[src/rtl/uart_rx_pkg.sv]
// Package: shared types and helpers for the majority-vote serial receiver.
// Assumes nothing beyond IEEE 1800-2017.
package uart_rx_pkg;

    // Receiver frame phases
    typedef enum logic [1:0] {
        RX_IDLE  = 2'd0,
        RX_START = 2'd1,
        RX_DATA  = 2'd2,
        RX_STOP  = 2'd3
    } rx_phase_t;

    // Two-of-three majority of single bits
    function automatic logic maj3(input logic a, input logic b, input logic c);
        return (a & b) | (a & c) | (b & c);
    endfunction

endpackage

[src/rtl/rx_sync2.sv]
// Module: two-stage resynchroniser for an asynchronous input.
// Assumes the input idles high; both stages reset to 1 so no false edge follows reset.
module rx_sync2 (
    input  logic clk,
    input  logic rst_n,
    input  logic din,
    output logic dout
);
    logic stage1;

    // Shift the asynchronous input through two flops
    always_ff @(posedge clk) begin
        if (!rst_n) begin
            stage1 <= 1'b1;
            dout   <= 1'b1;
        end else begin
            stage1 <= din;
            dout   <= stage1;
        end
    end
endmodule

[src/rtl/rx_cell_timer.sv]
// Module: counts sample ticks within a bit cell.
// idx_now is the number of the tick in the current cycle (valid when tick is high).
// Assumes restart coincides with the tick that opens a frame (tick 0).
module rx_cell_timer #(
    parameter int OSR   = 16,
    localparam int IDX_W = $clog2(OSR)
) (
    input  logic             clk,
    input  logic             rst_n,
    input  logic             tick,
    input  logic             restart,
    input  logic             running,
    output logic [IDX_W-1:0] idx_now
);
    logic [IDX_W-1:0] idx_q;

    // Index of the current tick: one past the last counted tick, wrapping at OSR
    always_comb begin
        if (idx_q == IDX_W'(OSR - 1)) idx_now = '0;
        else                          idx_now = idx_q + 1'b1;
    end

    // Hold the last counted tick index
    always_ff @(posedge clk) begin
        if (!rst_n)                  idx_q <= '0;
        else if (restart)            idx_q <= '0;
        else if (running && tick)    idx_q <= idx_now;
    end
endmodule

[src/rtl/rx_voter.sv]
// Module: takes three samples around mid-cell and issues a 2-of-3 decision.
// Samples on ticks MID-1 and MID are stored; the decision is formed on tick MID+1
// from the stored pair and the live sample. Assumes OSR >= 4.
module rx_voter
    import uart_rx_pkg::*;
#(
    parameter int OSR   = 16,
    localparam int IDX_W = $clog2(OSR),
    localparam int MID   = OSR / 2
) (
    input  logic             clk,
    input  logic             rst_n,
    input  logic             tick,
    input  logic             active,
    input  logic [IDX_W-1:0] idx_now,
    input  logic             din,
    output logic             decide,
    output logic             vote
);
    logic samp_a, samp_b;

    // Capture the early and centre samples of the cell
    always_ff @(posedge clk) begin
        if (!rst_n) begin
            samp_a <= 1'b1;
            samp_b <= 1'b1;
        end else if (tick && active) begin
            if (idx_now == IDX_W'(MID - 1)) samp_a <= din;
            if (idx_now == IDX_W'(MID))     samp_b <= din;
        end
    end

    // Decide on the late sample tick
    always_comb begin
        decide = tick && active && (idx_now == IDX_W'(MID + 1));
        vote   = maj3(samp_a, samp_b, din);
    end
endmodule

[src/rtl/maj_uart_rx.sv]
// Module: oversampling serial receiver with majority-voted bits.
// A start, DATA_BITS data bits (LSB first) and one stop bit, each OSR ticks long.
// Assumes tick_en pulses OSR times per bit and at most once per clock cycle.
module maj_uart_rx
    import uart_rx_pkg::*;
#(
    parameter int OSR       = 16,
    parameter int DATA_BITS = 8,
    localparam int IDX_W    = $clog2(OSR),
    localparam int BC_W     = $clog2(DATA_BITS)
) (
    input  logic                 clk,
    input  logic                 rst_n,
    input  logic                 tick_en,
    input  logic                 rx_line,
    output logic [DATA_BITS-1:0] rx_byte,
    output logic                 rx_valid,
    output logic                 rx_frame_err
);
    rx_phase_t             phase_q;
    logic                  line_s;
    logic                  line_prev;
    logic                  edge_seen;
    logic                  busy;
    logic [IDX_W-1:0]      idx_now;
    logic                  decide;
    logic                  vote;
    logic [BC_W-1:0]       bit_cnt;
    logic [DATA_BITS-1:0]  shreg;

    rx_sync2 u_sync (
        .clk   (clk),
        .rst_n (rst_n),
        .din   (rx_line),
        .dout  (line_s)
    );

    // Frame-opening edge and busy indication
    always_comb begin
        busy      = (phase_q != RX_IDLE);
        edge_seen = tick_en && !busy && line_prev && !line_s;
    end

    rx_cell_timer #(.OSR(OSR)) u_timer (
        .clk     (clk),
        .rst_n   (rst_n),
        .tick    (tick_en),
        .restart (edge_seen),
        .running (busy),
        .idx_now (idx_now)
    );

    rx_voter #(.OSR(OSR)) u_voter (
        .clk     (clk),
        .rst_n   (rst_n),
        .tick    (tick_en),
        .active  (busy),
        .idx_now (idx_now),
        .din     (line_s),
        .decide  (decide),
        .vote    (vote)
    );

    // Track the line level seen on the previous tick
    always_ff @(posedge clk) begin
        if (!rst_n)       line_prev <= 1'b1;
        else if (tick_en) line_prev <= line_s;
    end

    // Frame sequencing, shifting and result registers
    always_ff @(posedge clk) begin
        if (!rst_n) begin
            phase_q      <= RX_IDLE;
            bit_cnt      <= '0;
            shreg        <= '0;
            rx_byte      <= '0;
            rx_valid     <= 1'b0;
            rx_frame_err <= 1'b0;
        end else begin
            rx_valid <= 1'b0;
            unique case (phase_q)
                RX_IDLE: begin
                    if (edge_seen) phase_q <= RX_START;
                end
                RX_START: begin
                    if (decide) begin
                        bit_cnt <= '0;
                        phase_q <= vote ? RX_IDLE : RX_DATA;
                    end
                end
                RX_DATA: begin
                    if (decide) begin
                        shreg <= {vote, shreg[DATA_BITS-1:1]};
                        if (bit_cnt == BC_W'(DATA_BITS - 1)) phase_q <= RX_STOP;
                        else                                 bit_cnt <= bit_cnt + 1'b1;
                    end
                end
                RX_STOP: begin
                    if (decide) begin
                        rx_byte      <= shreg;
                        rx_frame_err <= !vote;
                        rx_valid     <= 1'b1;
                        phase_q      <= RX_IDLE;
                    end
                end
                default: phase_q <= RX_IDLE;
            endcase
        end
    end
endmodule

[config.mk]
export PLATFORM = sky130hd
export DESIGN_NAME = maj_uart_rx
export DESIGN_NICKNAME = d
export VERILOG_FILES = /design/src/rtl/uart_rx_pkg.sv /design/src/rtl/rx_sync2.sv /design/src/rtl/rx_cell_timer.sv /design/src/rtl/rx_voter.sv /design/src/rtl/maj_uart_rx.sv
export SDC_FILE = /design/constraint.sdc
export NUM_CORES = 1
export LEC_CHECK = 0
export BUFFER_PORTS_ARGS = -buffer_cell sky130_fd_sc_hd__buf_2
export CORE_ASPECT_RATIO = 1.2
export CORE_MARGIN = 5
export CORE_UTILIZATION = 40
export DETAILED_ROUTE_END_ITERATION = 10
export REMOVE_ABC_BUFFERS = 1
export SYNTH_ARGS = -nofsm -noshare
export SYNTH_HDL_FRONTEND = slang
export SYNTH_SLANG_ARGS = --single-unit
[constraint.sdc]
create_clock -name clk -period 2.3 [get_ports clk]
set_clock_uncertainty 0.1 [all_clocks]
set_input_delay 0.345 -clock clk [delete_from_list [all_inputs] [get_ports clk]]
set_output_delay 0.345 -clock clk [all_outputs]
set_load 0.01 [all_outputs]
* Word level (Yosys, flattened, before mapping) *
Index checks and enable logic that the tools add are counted.

word-level totals
  output and inout port bits = 10
  bits of input ports = 4
  word-level logic and storage cells = 66
  bits in registers = 32

operators by class
  bitwise gates (word level) = 6
  equality and inequality tests = 14
  reduce and logical (&&, ||, !) cells = 19
  multiplexer cells = 13
  add/subtract/negate cells = 2

operators by type and width
  cell                   number
  $eq A4 B4 Y1 const B   3
  $mux W2                6
  $ne A2 B2 Y1 const B   6
  $reduce_and A2 Y1      5
  $mux W3                3
  $pmux W2 S4            1
  $pmux W3 S2            1
  $logic_and A1 B1 Y1    5
  $reduce_and A5 Y1      1
  $add A4 B1 Y4 const B  1
  $eq A2 B2 Y1 const B   2
  $eq A4 B3 Y1 const B   1
  $mux W4                1
  $reduce_and A4 Y1      1
  $reduce_bool A2 Y1     2
  $add A3 B1 Y3 const B  1
  $and A1 B1 Y1          3
  $eq A3 B3 Y1 const B   1
  $logic_not A1 Y1       3
  $eq A2 B1 Y1 const B   1
  $logic_not A2 Y1       1
  $or A1 B1 Y1           2
  $reduce_or A2 Y1       1
  $mux W1                1
  $not A1 Y1             1

* Depth between registers and ports, before layout *
Gate-level depths: netlist of the first run.

  word-level depth = 7
  depth in mapped cells = 7

* By module *
Synthesis of the first run repeated with hierarchy kept, for this count alone.

unflattened totals
  cell total of the unflattened synthesis = 142
  area total of the unflattened synthesis = 1416.4 sq um

by module, submodules not included
  module         times used  area each (sq um)  cells each
  maj_uart_rx    1           996.0              98
  rx_cell_timer  1           219.0              26
  rx_voter       1           148.9              14
  rx_sync2       1           52.6               4

* Least setup slack after synthesis of the first run *
Ideal clock, no wire load.

  kind = register to register
  start point = reg u_timer.idx_q[0]
  end point = reg phase_q[0]
  slack = 0.498 ns
  arrival time = 1.587 ns
  stages on the path, launching flop included = 7
  period minus slack after synthesis = 1.802 ns
  path buffers = 0
  data required time = 2.085 ns
  path through = dfxtp_1 -> inv_1 -> ha_1 -> and4_1 -> a32o_2 -> a311o_1 -> and3_1

on the way
  longest elaborated chain between the ends = 6
  elaborated cells on any way between the ends = 9

RTL lines
  what                                                  line                                      source
  start, declared                                       rx_cell_timer.sv:15                       logic [IDX_W-1:0] idx_q;
  start signal, assigned                                rx_cell_timer.sv:27                       else if (running && tick) idx_q <= idx_now;
  $add A4 B1 Y4 / $eq A4 B4 Y1 (equally long branches)  rx_cell_timer.sv:20, rx_cell_timer.sv:19
  $mux W4 *                                             rx_cell_timer.sv:19                       if (idx_q == IDX_W'(OSR - 1)) idx_now = '0;
  $eq A4 B4 Y1 *                                        rx_voter.sv:35                            decide = tick && active && (idx_now == IDX_W'(MID + 1));
  $logic_and A1 B1 Y1 *                                 rx_voter.sv:35
  $ne A2 B2 Y1 (no source line)                         n/a
  $reduce_and A5 Y1 (no source line) *                  n/a
  end signal, assigned                                  maj_uart_rx.sv:88                         phase_q <= vote ? RX_IDLE : RX_DATA;
  end, declared                                         maj_uart_rx.sv:20                         rx_phase_t phase_q;

Every way passes the cells marked *; elsewhere a longest branch is shown, timed or not.
A chain may end at the register's enable or synchronous reset.

* Worst setup path after layout of the first run *
Ends and elaborated chain as after synthesis.

==> results of run 1 <==
cells in the mapped netlist:
master | instances | area (um2)
clkbuf_1 | 4 | 15.0
a32o_2 | 1 | 11.3
o211ai_1 | 1 | 7.51
nand3_1 | 6 | 30.0
a21oi_1 | 3 | 15.0
nor3_1 | 1 | 5.00
nor4_1 | 1 | 6.26
and4_1 | 1 | 8.76
buf_6 | 2 | 22.5
nor3b_2 | 1 | 12.5
xnor2_1 | 1 | 8.76
nor3b_1 | 1 | 7.51
nor2_1 | 4 | 15.0
mux2i_1 | 23 | 230
nand2b_1 | 5 | 31.3
or3b_2 | 1 | 8.76
and3b_1 | 1 | 8.76
nor2b_1 | 4 | 25.0
buf_2 | 2 | 10.0
ha_1 | 6 | 75.1
nand2_1 | 27 | 101
maj3_1 | 1 | 10.0
a31o_2 | 1 | 8.76
and3_4 | 1 | 11.3
inv_1 | 3 | 11.3
a32o_1 | 1 | 10.0
a311o_1 | 1 | 10.0
dfxtp_1 | 32 | 641
and3_1 | 1 | 6.26
o41ai_1 | 1 | 8.76
clkbuf_2 | 1 | 5.00
o21a_1 | 2 | 15.0
a21boi_0 | 1 | 7.51
and4_4 | 1 | 11.3
and2_1 | 1 | 6.26
nor4b_1 | 1 | 8.76
o21ai_0 | 2 | 10.0
metrics by stage:
stage	worst slack [ns]	hold WS (ns)	instance area, um2	utilization
global placement	0.451	0.292	1500	0.443
CTS	0.370	0.135	1630	0.480
finish	0.379	0.141	1630	0.480
floorplan	0.498	0.286	1380	-
global route	0.268	0.148	1630	0.480
detailed placement	0.394	0.296	1500	0.443
layout make-up:
cell class / instances / area [um2] / area share
clock inverter: 1 / 30.0 / 0.0184
clock buffer: 7 / 96.3 / 0.0591
inverter: 3 / 11.3 / 0.00691
timing repair buffer: 14 / 72.6 / 0.0445
tap: 37 / 46.3 / 0.0284
sequential: 32 / 641 / 0.393
multi-input combinational: 103 / 732 / 0.449
registers in the layout (all words and copies together), names as in the netlist, named ones only:
signal          flops
bit_cnt             3
line_prev           1
phase_q             1
rx_byte             8
rx_frame_err        1
rx_valid            1
shreg               8
u_sync.dout         1
u_sync.stage1       1
u_timer.idx_q       4
u_voter.samp_a      1
u_voter.samp_b      1
layout by cell type (no fill, tap or decap), drive strengths merged, types with 2 or more instances in the layout:
cell and count:
a32o 2, o21a 2, nand2 27, nor3b 2, nand3 6, a21oi 3
nor2 4, ha 6, and4 2, clkbuf 7, o21ai 2, mux2i 23
and3 2, nand2b 5, inv 3, nor2b 4, dfxtp 32, buf 14
final timing paths:
path,cells past startpoint,from,to
worst max-delay path,6,u_timer.idx_q[0],phase_q[0]
worst min register to register,1,u_sync.stage1,u_sync.dout
worst max register to register,6,u_timer.idx_q[0],phase_q[0]
worst min-delay path,2,rx_line,u_sync.stage1
cell families (layout without fill, tap and decap cells):
| logic type | Yosys count | count (layout) |
|---|---|---|
| buffers and inverters | 12 | 25 |
| DFF | 32 | 32 |
| xor gates and xnor gates | 1 | 1 |
| adders and majority gates | 7 | 7 |
| AOI/OAI and AO/OA | 14 | 14 |
| and+or+nand+nor | 58 | 58 |
| muxes | 23 | 23 |
critical path, stage by stage, from the launching register on:
cell and delay [ns]:
dfxtp_1 0.41, inv_1 0.12, ha_1 0.23, and4_1 0.19
a32o_2 0.26, a311o_1 0.35, and3_1 0.16
routing by layer:
metal  vias to the layer above  GRT usage  part of all wire
met5                         -          0                 0
met4                         0     0.0634             0.022
met3                         6     0.0413             0.047
met2                        15      0.185              0.48
met1                       475      0.137              0.45
li1                        533          -                 -
power breakdown:
group          internal [uW]  total (uW)  switching, uW
Sequential               557         560           3.04
Combinational           9.58        25.5           15.9
Clock                    382         585            203
Total                    949        1170            222
==> summary.md, run 1 <==
| Metric | Value |
|---|---|
| Avg Cell Area, Syn | `9.77 um2` |
| Diodes inserted | `0` |
| CP Capture Type | `flip-flop` |
| Critical path class | `flip-flop to flip-flop` |
| Tightest Pin Transition | `0.798 ns` |
| Setup TNS | `0 ns` |
| GPL Wtd Cong | `0.757` |
| Final Non-Filler Cells | `197` |
| Slew margin rel. | `0.461` |
| R2R setup slack | `0.38 ns` |
| Nets | `169` |
| Fmax | `520 MHz` |
| Die Ht | `75.6 um` |
| Post-Synth XOR/XNOR Area | `0.00610` |
| Crit start category | `flip-flop` |
| Largest family of logic cells by synthesized area | `simple AND/OR/NAND/NOR gates` |
| WL/cell | `12.5 um` |
| Final ANT Viol Nets | `0` |
| Row count | `23` |
| I/O pin count | `14` |
| Global route overflow | `0` |
| Die area | `4890 um2` |
| Core Area | `3400 um2` |
| Fin crit share | `0.835` |
| Vias per inst | `5.22` |
| Number of synthesis warnings | `0` |
| First-pass GRT wire length | `4.33 mm` |
| Max Cap Viol | `0` |
| DR iter-0 viols | `13` |
| Status | `completed` |
| Final setup fails | `0` |
| Global-route usage over all layers | `0.116` |
| Root Buffer | `clkbuf_8` |
| Buffer depth of the longest clock path | `2` |
| RSZ-0062 raised after global routing | `false` |
| Clock slew at reported path FFs | `0.06 ns` |
| First drt pass iteration count | `4` |
| Power per cell area | `718 nW/um2` |
| Die width | `64.7 um` |
| Number of distinct library cells after synthesis | `37` |
| Final min period | `1.92 ns` |
| TritonCTS clock tree | `built` |
| Fin. max-slew vios | `0` |
| Yosys reg bits | `32` |
| Share of layout cells above drive strength 1 | `0.175` |
| Post-synthesis mux area share | `0.160` |
| Worst EP required | `2.38 ns` |
| Area share of fa/ha/maj cells after synthesis | `0.0592` |
| Final WL | `2.46 mm` |
| Leak | `0.000664 uW` |
| Number of I/O port buffers | `13` |
| Largest net degree at the start of global routing | `24` |
| H-Tree Depth | `2` |
| Worst EP arrival | `2.00 ns` |
| VDD IR-drop max | `0.000447 V` |
| Total Power | `1170 uW` |
| Fillers | `345` |
| Worst-path fanout max | `6` |
| Antenna violations before repair | `0` |
| DRC | `0` |
| Synth Area in Simple Gates | `0.212` |
| Num Clock Sinks | `32` |
| # Post-CTS Setup Buffers | `0` |
| Area Growth Syn to Fin | `13.4%` |
| Initial Util | `0.423` |
| Via count | `1029` |
| Synth Instances | `147` |
| Mapped Area | `1440 um2` |
| Placed instance count | `189` |
| Sequential element share of the synthesized area | `0.446` |
| Vias in the first global route | `964` |
| HPWL after detailed placement | `1.72 mm` |
| # hold bufs at CTS | `0` |
| Compound-gate portion of the synthesized area | `0.0723` |
| Hold Crit Class | `primary input to flip-flop` |
| CTS resizes | `0` |
| Worst-skew pair later-pin latency | `0.28 ns` |
| Fin. Hold Viols | `0` |
| CTS Buf Count | `5` |
Power figures use the tool's default switching activity.
==> run 2, diff against run 1 <==
--- a/config.mk
+++ b/config.mk
@@ -5,6 +5,7 @@
 export SDC_FILE = /design/constraint.sdc
 export NUM_CORES = 1
 export LEC_CHECK = 0
+export ABC_AREA = 1
 export BUFFER_PORTS_ARGS = -buffer_cell sky130_fd_sc_hd__buf_2
 export CORE_ASPECT_RATIO = 1.2
 export CORE_MARGIN = 5
==> constraint.sdc (replaced) <==
create_clock -name clk -period 2 [get_ports clk]
set_clock_uncertainty 0.1 [all_clocks]
set_input_delay 0.3 -clock clk [delete_from_list [all_inputs] [get_ports clk]]
set_output_delay 0.3 -clock clk [all_outputs]
set_load 0.01 [all_outputs]
==> run 2 against run 1 <==
  * Largest power group is now sequential cells
  * Critical endpoint is now rx_byte[5]
  * Highest routed layer unchanged
  * Global-route usage increased by 1.6 points
  * Hold slack got worse by 0.041 ns
  * Count of clock-buffer cells in the layout shrank 2
  * Non-clock buffer count unchanged
  * Register-to-register slack worse by 0.20 ns
  * Critical path type unchanged
  * Total power rose by 3.6%
  * Worst setup slack lost 0.20 ns
  * Die area increased by 1.8%
==> summary.md, run 2 <==
| Metric | Value |
|---|---|
| Worst-path fanout max | `10 (+4)` |
| CP Capture Type | `flip-flop` |
| Critical path class | `flip-flop to flip-flop` |
| I/O pin count | `14 (unchanged)` |
| HPWL after detailed placement | `2.16 mm (+26%)` |
| Fmax | `550 MHz (+5.6%)` |
| Post-synth top area cell | `dfxtp_1` |
| Max Cap Viol | `0 (unchanged)` |
| First drt pass iteration count | `4 (unchanged)` |
| Most numerous cell in the Yosys netlist | `dfxtp_1` |
| Core Area | `3600 um2 (+6.1%)` |
| Worst EP arrival | `1.86 ns (-0.14 ns)` |
| # Post-CTS Setup Buffers | `0 (unchanged)` |
| CTS resizes | `0 (unchanged)` |
| Final WL | `2.85 mm (+16%)` |
| First-pass GRT wire length | `5.08 mm (+17%)` |
| Slew margin rel. | `0.593 (+0.132)` |
| Fin. Hold Viols | `0 (unchanged)` |
| Synth area leaders | `dfxtp_1 (44%), a21oi_1 (9.2%), nand2_1 (6.1%), ha_1 (5.1%), nand3_1 (4.8%)` |
| Diodes inserted | `0 (unchanged)` |
| Final worst slack | `0.181 ns (-0.198 ns)` |
| Number of distinct library cells after synthesis | `28 (-24%)` |
| Vias in the first global route | `1182 (+23%)` |
| Synth top area share | `0.437 (-0.00913)` |
| Number of I/O port buffers | `13 (unchanged)` |
| Antenna violations before repair | `0 (unchanged)` |
| Power per cell area | `740 nW/um2 (+3.0%)` |
| Placed instance count | `225 (+19%)` |
| Worst EP required | `2.04 ns (-0.34 ns)` |
| Tightest Pin Transition | `0.610 ns (-0.189 ns)` |
| Die width | `65.3 um (+0.87%)` |
| Share of layout cells above drive strength 1 | `0.197 (+0.0219)` |
| Worst-skew pair later-pin latency | `0.28 ns (about the same)` |
| Area share of fa/ha/maj cells after synthesis | `0.0512 (-0.00804)` |
| Nets | `203 (+20%)` |
| Leak | `0.000689 uW (+3.8%)` |
| Setup TNS | `0 ns (unchanged)` |
| Number of synthesized flops with an enable pin | `0 (unchanged)` |
| Vias per inst | `5.06 (-3.2%)` |
| Global-route usage over all layers | `0.132 (+0.0157)` |
| Row count | `24 (+4.3%)` |
| Largest regs | `rx_byte x8, shreg x8, u_timer.idx_q x4` |
| Die Ht | `76.3 um (+0.90%)` |
| Worst slack, placed | `0.181 ns (-0.213 ns)` |
| Status | `completed` |
| H-Tree Depth | `2 (unchanged)` |
| Slowest Stage Delay on Critical Path | `0.46 ns (+0.05 ns)` |
| Synth Flop Type | `dfxtp_1` |
| Crit path top cell by count | `nor2_8` |
| Synth Instances | `177 (+20%)` |
| Global route overflow | `0 (unchanged)` |
| Hold Crit Class | `primary input to flip-flop` |
| Final setup fails | `0 (unchanged)` |
| VDD IR-drop max | `0.000384 V (-14%)` |
| Synth Area in Simple Gates | `0.301 (+0.0895)` |
| CTS Buf Count | `5 (unchanged)` |
| Fin. max-slew vios | `0 (unchanged)` |
| DRC | `0 (unchanged)` |
| Final ANT Viol Nets | `0 (unchanged)` |
| Post-synth ARST share | `0 (unchanged)` |
| Fin crit share | `0.909 (+0.0741)` |
| Avg Cell Area, Syn | `8.28 um2 (-15%)` |
| # hold bufs at CTS | `0 (unchanged)` |
| Compound-gate portion of the synthesized area | `0.140 (+0.0676)` |
| Commonest cells post-synth | `dfxtp_1 (32), a21oi_1 (27), nand2_1 (24), inv_1 (17), nor2_1 (17)` |
| Yosys reg bits | `32 (unchanged)` |
| Clock slew at reported path FFs | `0.06 ns (about the same)` |
| Worst-path cell with the longest stage delay | `dfxtp_1` |
| GPL Wtd Cong | `0.821 (+8.5%)` |
| Most frequent cells in the layout | `dfxtp_1 (32), a21oi_1 (27), nand2_1 (24), inv_1 (17), nor2_1 (17)` |
| Mapped Area | `1470 um2 (+2.1%)` |
| Buffer depth of the longest clock path | `2 (unchanged)` |
| RSZ-0062 raised after global routing | `false` |
| Final Non-Filler Cells | `232 (+18%)` |
| Root Buffer | `clkbuf_8` |
| Crit start category | `flip-flop` |
| Area Growth Syn to Fin | `11.7%` |
| Largest family of logic cells by synthesized area | `simple AND/OR/NAND/NOR gates` |
| Die area | `4980 um2 (+1.8%)` |
| WL/cell | `12.3 um (-1.6%)` |
| Number of synthesis warnings | `0 (unchanged)` |
| Post-synthesis mux area share | `0 (-0.160)` |
| Via count | `1173 (+14%)` |
| Largest net degree at the start of global routing | `22 (-8.3%)` |
| Crit path cell chain | `ha_1, nand2_2, clkinv_2, nor2_4, nor2_8, nand3_4, nor2_8, nand2_4, nand2_1, a21oi_1` |
| DR iter-0 viols | `46 (+33)` |
| Most common cell after layout, fill and taps aside | `dfxtp_1` |
| Final core utilization | `0.455 (-0.0252)` |
| Post-Synth XOR/XNOR Area | `0 (-0.00610)` |
| Final min period | `1.82 ns (-0.102 ns)` |
| Sequential element share of the synthesized area | `0.437 (-0.00913)` |
| TritonCTS clock tree | `built` |
| Initial Util | `0.407 (-0.0160)` |
| Fillers | `368 (+6.7%)` |
| Num Clock Sinks | `32 (unchanged)` |
==> run 2: cell types whose count changed after synthesis, sizes merged, moves of 5 or more <==
cell / before / now
nand2b: 5 / 0
mux2i: 23 / 0
a21oi: 3 / 27
o21ai: 2 / 8
nor2: 4 / 24
nand3: 6 / 15
inv: 3 / 18
==> run 2: cell type report <==
type                    instances  area (um2)  area share
well taps                      39        48.8      0.0298
multi-input cells             121         722       0.441
clock buffers                   5        68.8      0.0420
clock inverters                 2        12.5     0.00764
repair buffers                 14        72.6      0.0443
inverters                      19        72.6      0.0443
flip-flops and latches         32         641       0.391
==> run 2: through the flow <==
stage / power, uW / hold slack (ns) / area [um2]
global route: 1290 / 0.0836 / 1640
global placement: 761 / 0.296 / 1560
floorplan: 738 / 0.293 / 1440
finish: 1210 / 0.100 / 1640
CTS: 1230 / 0.0905 / 1640
detailed placement: 763 / 0.303 / 1560
==> run 2: cell families (layout without fill, tap and decap cells) <==
family / after synthesis / count (layout)
simple gates: 76 / 76
compound gates: 39 / 39
flops: 32 / 32
buf+inv: 24 / 40
fa+ha+maj: 6 / 6
==> run 2: path summary, 6_finish.rpt <==
path                         start       endpoint  slack (ns)  cells past startpoint
setup / recovery  u_timer.idx_q[1]     rx_byte[5]        0.18                     10
hold / removal             rx_line  u_sync.stage1        0.10                      2
setup reg to reg  u_timer.idx_q[1]     rx_byte[5]        0.18                     10
hold reg to reg      u_sync.stage1    u_sync.dout        0.31                      1
==> run 2: report_power, final <==
part           switching, uW  internal [uW]  total [uW]  leakage [uW]
registers               12.1            646         658      0.000259
clock network            228            235         463     0.0000400
logic                   62.8           28.0        90.8      0.000390
==> run 2: critical path, delay by kind of cell, from the launching register on <==
family | cells | cell delay, ns
fa+ha+maj | 1 | 0.26
simple gates | 7 | 0.71
compound gates | 1 | 0.06
buf+inv | 1 | 0.07
flops | 1 | 0.46
==> run 2: per-layer routing <==
layer / wire length [um] / global-route usage / vias up / part of all wire
met5: 0 / 0 / - / 0
met2: 1510 / 0.224 / 12 / 0.53
li1: - / - / 614 / -
met4: 64 / 0.0685 / 0 / 0.022
met3: 103 / 0.0442 / 7 / 0.036
met1: 1180 / 0.141 / 540 / 0.41
